`config.mk`:
```
export PLATFORM = sky130hd
export DESIGN_NAME = cc_branch_unit
export DESIGN_NICKNAME = d
export VERILOG_FILES = /design/src/rtl/cc_branch_pkg.sv /design/src/rtl/cc_flag_gen.sv /design/src/rtl/cc_flag_reg.sv /design/src/rtl/cc_cond_eval.sv /design/src/rtl/cc_branch_unit.sv
export SDC_FILE = /design/constraint.sdc
export NUM_CORES = 1
export LEC_CHECK = 0
export ABC_AREA = 0
export BUFFER_PORTS_ARGS = -buffer_cell sky130_fd_sc_hd__buf_2
export CORE_AREA = 3 3 40 42
export CTS_CLUSTER_DIAMETER = 40
export CTS_CLUSTER_SIZE = 24
export DETAILED_ROUTE_END_ITERATION = 10
export DIE_AREA = 0 0 43 45
export PLACE_DENSITY_LB_ADDON = 0.15
export SYNTH_ARGS = -nofsm -noshare
export SYNTH_HDL_FRONTEND = slang
export SYNTH_HIERARCHICAL = 1
export SYNTH_SLANG_ARGS = --single-unit
```
`constraint.sdc`:
```
create_clock -name clk -period 2.4 [get_ports clk]
set_input_delay 0.36 -clock clk [delete_from_list [all_inputs] [get_ports clk]]
set_output_delay 0.36 -clock clk [all_outputs]
set_load 0.02 [all_outputs]
```
`src/rtl/cc_branch_pkg.sv`:
```
package cc_branch_pkg;

  localparam int unsigned CODE_W = 4;

  localparam logic [CODE_W-1:0] CLS_INTOP = 4'h6;
  localparam logic [CODE_W-1:0] CLS_JUMP  = 4'h7;
  localparam logic [CODE_W-1:0] CLS_CMOV  = 4'h2;

  localparam logic [CODE_W-1:0] FN_ADD = 4'h0;
  localparam logic [CODE_W-1:0] FN_SUB = 4'h1;

  typedef enum logic [CODE_W-1:0] {
    CT_ALWAYS = 4'h0,
    CT_LE     = 4'h1,
    CT_LT     = 4'h2,
    CT_EQ     = 4'h3,
    CT_NE     = 4'h4,
    CT_GE     = 4'h5,
    CT_GT     = 4'h6
  } cond_kind_e;

  typedef struct packed {
    logic z;
    logic s;
    logic o;
  } cc_t;

  localparam cc_t CC_RESET = '{z: 1'b1, s: 1'b0, o: 1'b0};

  // Signed overflow from operand signs and the result sign.
  function automatic logic ovf_of(input logic [CODE_W-1:0] fn,
                                  input logic an, input logic bn,
                                  input logic rn);
    logic v;
    if (fn == FN_ADD)      v = (an == bn) && (rn != an);
    else if (fn == FN_SUB) v = (an != bn) && (rn != an);
    else                   v = 1'b0;
    return v;
  endfunction

  // Condition outcome for a function field against stored flags.
  function automatic logic cond_of(input logic [CODE_W-1:0] fn,
                                   input cc_t f);
    logic lt;
    logic r;
    lt = f.s ^ f.o;
    case (fn)
      CT_ALWAYS: r = 1'b1;
      CT_LE:     r = lt | f.z;
      CT_LT:     r = lt;
      CT_EQ:     r = f.z;
      CT_NE:     r = ~f.z;
      CT_GE:     r = ~lt;
      CT_GT:     r = ~lt & ~f.z;
      default:   r = 1'b0;
    endcase
    return r;
  endfunction

endpackage

```
`src/rtl/cc_flag_gen.sv`:
```
module cc_flag_gen
  import cc_branch_pkg::*;
#(
  parameter int unsigned DATA_W = 32
) (
  input  logic [CODE_W-1:0] ifun,
  input  logic [DATA_W-1:0] res,
  input  logic              a_neg,
  input  logic              b_neg,
  output cc_t               nxt
);
  localparam int unsigned MSB = DATA_W - 1;

  always_comb begin
    nxt.z = (res == '0);
    nxt.s = res[MSB];
    nxt.o = ovf_of(ifun, a_neg, b_neg, res[MSB]);
  end
endmodule

```
`src/rtl/cc_flag_reg.sv`:
```
module cc_flag_reg
  import cc_branch_pkg::*;
(
  input  logic clk,
  input  logic rst,
  input  logic wr_en,
  input  cc_t  nxt,
  output cc_t  cur
);
  always_ff @(posedge clk) begin
    if (rst)        cur <= CC_RESET;
    else if (wr_en) cur <= nxt;
  end
endmodule

```
`src/rtl/cc_cond_eval.sv`:
```
module cc_cond_eval
  import cc_branch_pkg::*;
(
  input  logic [CODE_W-1:0] icode,
  input  logic [CODE_W-1:0] ifun,
  input  cc_t               cur,
  output logic              cond
);
  logic is_cond_cls;

  always_comb begin
    is_cond_cls = (icode == CLS_JUMP) || (icode == CLS_CMOV);
    cond        = is_cond_cls & cond_of(ifun, cur);
  end
endmodule

```
`src/rtl/cc_branch_unit.sv`:
```
module cc_branch_unit
  import cc_branch_pkg::*;
#(
  parameter int unsigned DATA_W = 32
) (
  input  logic              clk,
  input  logic              rst,
  input  logic [3:0]        ex_icode,
  input  logic [3:0]        ex_ifun,
  input  logic [DATA_W-1:0] alu_res,
  input  logic              opa_neg,
  input  logic              opb_neg,
  input  logic              exc_block,
  output logic              flag_z,
  output logic              flag_s,
  output logic              flag_o,
  output logic              cond_true
);
  cc_t  nxt_cc;
  cc_t  cur_cc;
  logic upd_en;

  assign upd_en = (ex_icode == CLS_INTOP) && !exc_block;

  cc_flag_gen #(.DATA_W(DATA_W)) u_gen (
    .ifun  (ex_ifun),
    .res   (alu_res),
    .a_neg (opa_neg),
    .b_neg (opb_neg),
    .nxt   (nxt_cc)
  );

  cc_flag_reg u_reg (
    .clk   (clk),
    .rst   (rst),
    .wr_en (upd_en),
    .nxt   (nxt_cc),
    .cur   (cur_cc)
  );

  cc_cond_eval u_cond (
    .icode (ex_icode),
    .ifun  (ex_ifun),
    .cur   (cur_cc),
    .cond  (cond_true)
  );

  assign flag_z = cur_cc.z;
  assign flag_s = cur_cc.s;
  assign flag_o = cur_cc.o;
endmodule

```
==> run_results.csv <==
group,metric,value,unit
detailed_routing,vias,483,
setup_path,crit_path_end_kind,"output port",
die,die_y,45,microns
outcome,status,"finished clean",
timing,worstMarginPinSlew,0.276,ns
detailed_routing,wl_per_cell,10.7,microns
detailed_routing,drt_iter0_markers,4,
synthesis,synth_nets,85,
synthesis,yosysTopAreaCell,"dfxtp_1",
power_and_ir_drop,cellLeakagePower,0.000307,uW
detailed_routing,wl,1140,microns
grt,gr-total-overflow,0,
cells_and_area,top_regs,"u_reg/cur: 3 flops",
cells_and_area,largest_register_ffs,3,
timing,fmax,554,MHz
detailed_routing,viasPerCell,4.56,
die,die-area,1940,sq um
clock_network,cts.clk_slew.worst_paths,0.04,ns
cells_and_area,layout_commonest_cell,"buf_2",
cells_and_area,final_cells,106,
cells_and_area,drive_above_1_share,59.3,%
place,pre_cts_slack,0.677,ns
cells_and_area,most-common-layout-cells,"buf_2, nor4_1, nor2_1",
timing,fin_crit_sh,75.3,%
cells_and_area,num-fill-cells,131,
grt,grt_max_degree,6,
power_and_ir_drop,powerDensity,325,nW/um^2
die,dieWidth,43,microns
timing,hold_violations,0,
grt,antenna_found_initial,0,
cells_and_area,area_growth,82.8,%
timing,setup_ws,0.594,ns
setup_path,critical_path_arrival,1.45,ns
synthesis,yosysSeqAreaShare,17.9,%
clock_network,clockBufferDepth,2,
cells_and_area,n_antenna_cell,0,
clock_network,cts_tree,"built",
min_path,worstHoldPathType,"in -> reg",
timing,slew_headroom,81.4,%
die,start_util,26.1,%
job,drv_cap,0,
grt,grt_pass1_vias,490,
synthesis,postSynthCellCount,40,
die,num_io_pins,49,
timing,rsz0062_at_grt,"false",
grt,grt_pass1_wl,1870,microns
detailed_routing,drc_errors,0,
power_and_ir_drop,ir_drop,0.265,mV
die,core,1280,sq um
detailed_routing,antenna_left,0,
place,dp_cells,102,
setup_path,criticalPathCategory,"reg -> out",
cells_and_area,nNetsFinal,137,
synthesis,yosysWarnings,6,
clock_network,cts_setup_buffers,0,
place,dpl-instance-area,587,sq um
synthesis,avgSynthCellArea,8.38,sq um
synthesis,synth_top_area_share,17.9,%
setup_path,cp.required,2.04,ns
cells_and_area,top_register,"u_reg/cur",
place,port_buffers,48,
grt,grt.total_usage,13.0,%
die,num_rows,13,
clock_network,clock-sinks,3,
clock_network,root_buffer,"clkbuf_4",
cells_and_area,final_cell_area,613,sq um
setup_path,startpoint_type,"flip-flop",
clock_network,post_cts_resized,0,
timing,fin_skew,0,ns
setup_path,critPathMaxFanout,4,
timing,fin_setup_tns,0,ns
clock_network,htree_num_levels,1,
synthesis,netlist_area,335,sq um
synthesis,ys_types,19,
cells_and_area,fin_util,47.7,%
clock_network,clock_latency,0.23,ns
clock_network,cts_hold_buf,0,
place,globalplace.congestion,0.734,
synthesis,ys_ff_latch,3,
clock_network,numCtsBuffers,3,
detailed_routing,firstDrtPassIters,2,
synthesis,synth.area.top_cells,"dfxtp_1, nor4_1, mux2i_1",
timing,drv_slew,0,
timing,setup_viol,0,
timing,fin_crit,1.81,ns
place,dp_hpwl,1030,microns
[kinds of logic after synthesis]
family / synth area share, %
AO/OA/AOI/OAI: 20.2
XOR/XNOR: 7.84
buffers and inverters: 4.48
flip-flops: 17.9
multiplexers: 8.96
AND/OR/NAND/NOR: 40.7
[power breakdown]
group / internal, uW / switching (uW)
Combinational: 36.5 / 23.8
Sequential: 50.8 / 0.694
Clock: 62.2 / 25.4
Total: 149 / 49.9
[critical path, stage by stage (launching register included)]
cell and delay (ns):
dfxtp_1 0.39, nor2b_4 0.07, a2111oi_4 0.33, o311ai_1 0.14
nor2_1 0.12, buf_2 0.17
[cells in the mapped netlist (all sizes together)]
library cell,count
and4b,1
a21oi,1
a2111oi,1
a211o,1
nor2b,4
nor2,5
o21ai,2
mux2i,3
buf,1
o311ai,1
nor4,9
nand4,2
inv,2
dfxtp,3
xnor2,1
xor2,2
a21boi,1
[metal layers]
layer  GRT usage, %  wire, microns  vias up  share of wire, %
met5              0              0        -                 0
met4           3.61              0        0                 0
met3           5.98             94        0               8.3
met2           24.3            630       15                56
met1           13.0            410      209                36
li1               -              -      259                 -
[final cells by class]
cell class                      count  area [sq um]  area share [%]
Sequential cell                     3          60.1            9.80
Clock buffer                        4          26.3            4.29
Multi-Input combinational cell     34           260            42.4
Inverter                            2          7.51            1.22
Timing Repair Buffer               48           240            39.2
Tap cell                           15          18.8            3.06
[path summary, 6_finish.rpt]
| check | depth (start not counted) | startpoint | endpoint | slack [ns] |
|---|---|---|---|---|
| max | 5 | u_reg/cur[2] | cond_true | 0.59 |
| min | 2 | rst | u_reg/cur[1] | 0.33 |
| max reg2reg | 2 | u_reg/cur[2] | u_reg/cur[2] | 1.59 |
| min reg2reg | 2 | u_reg/cur[1] | u_reg/cur[1] | 0.54 |
[per-stage QoR]
stage | hold WS, ns | power (uW)
after floorplan | 0.432 | 71.4
after global placement | 0.533 | 112
after detailed placement | 0.530 | 113
after CTS | 0.321 | 203
after global routing | 0.331 | 213
final | 0.325 | 199
(Power assumes the default switching activity.)
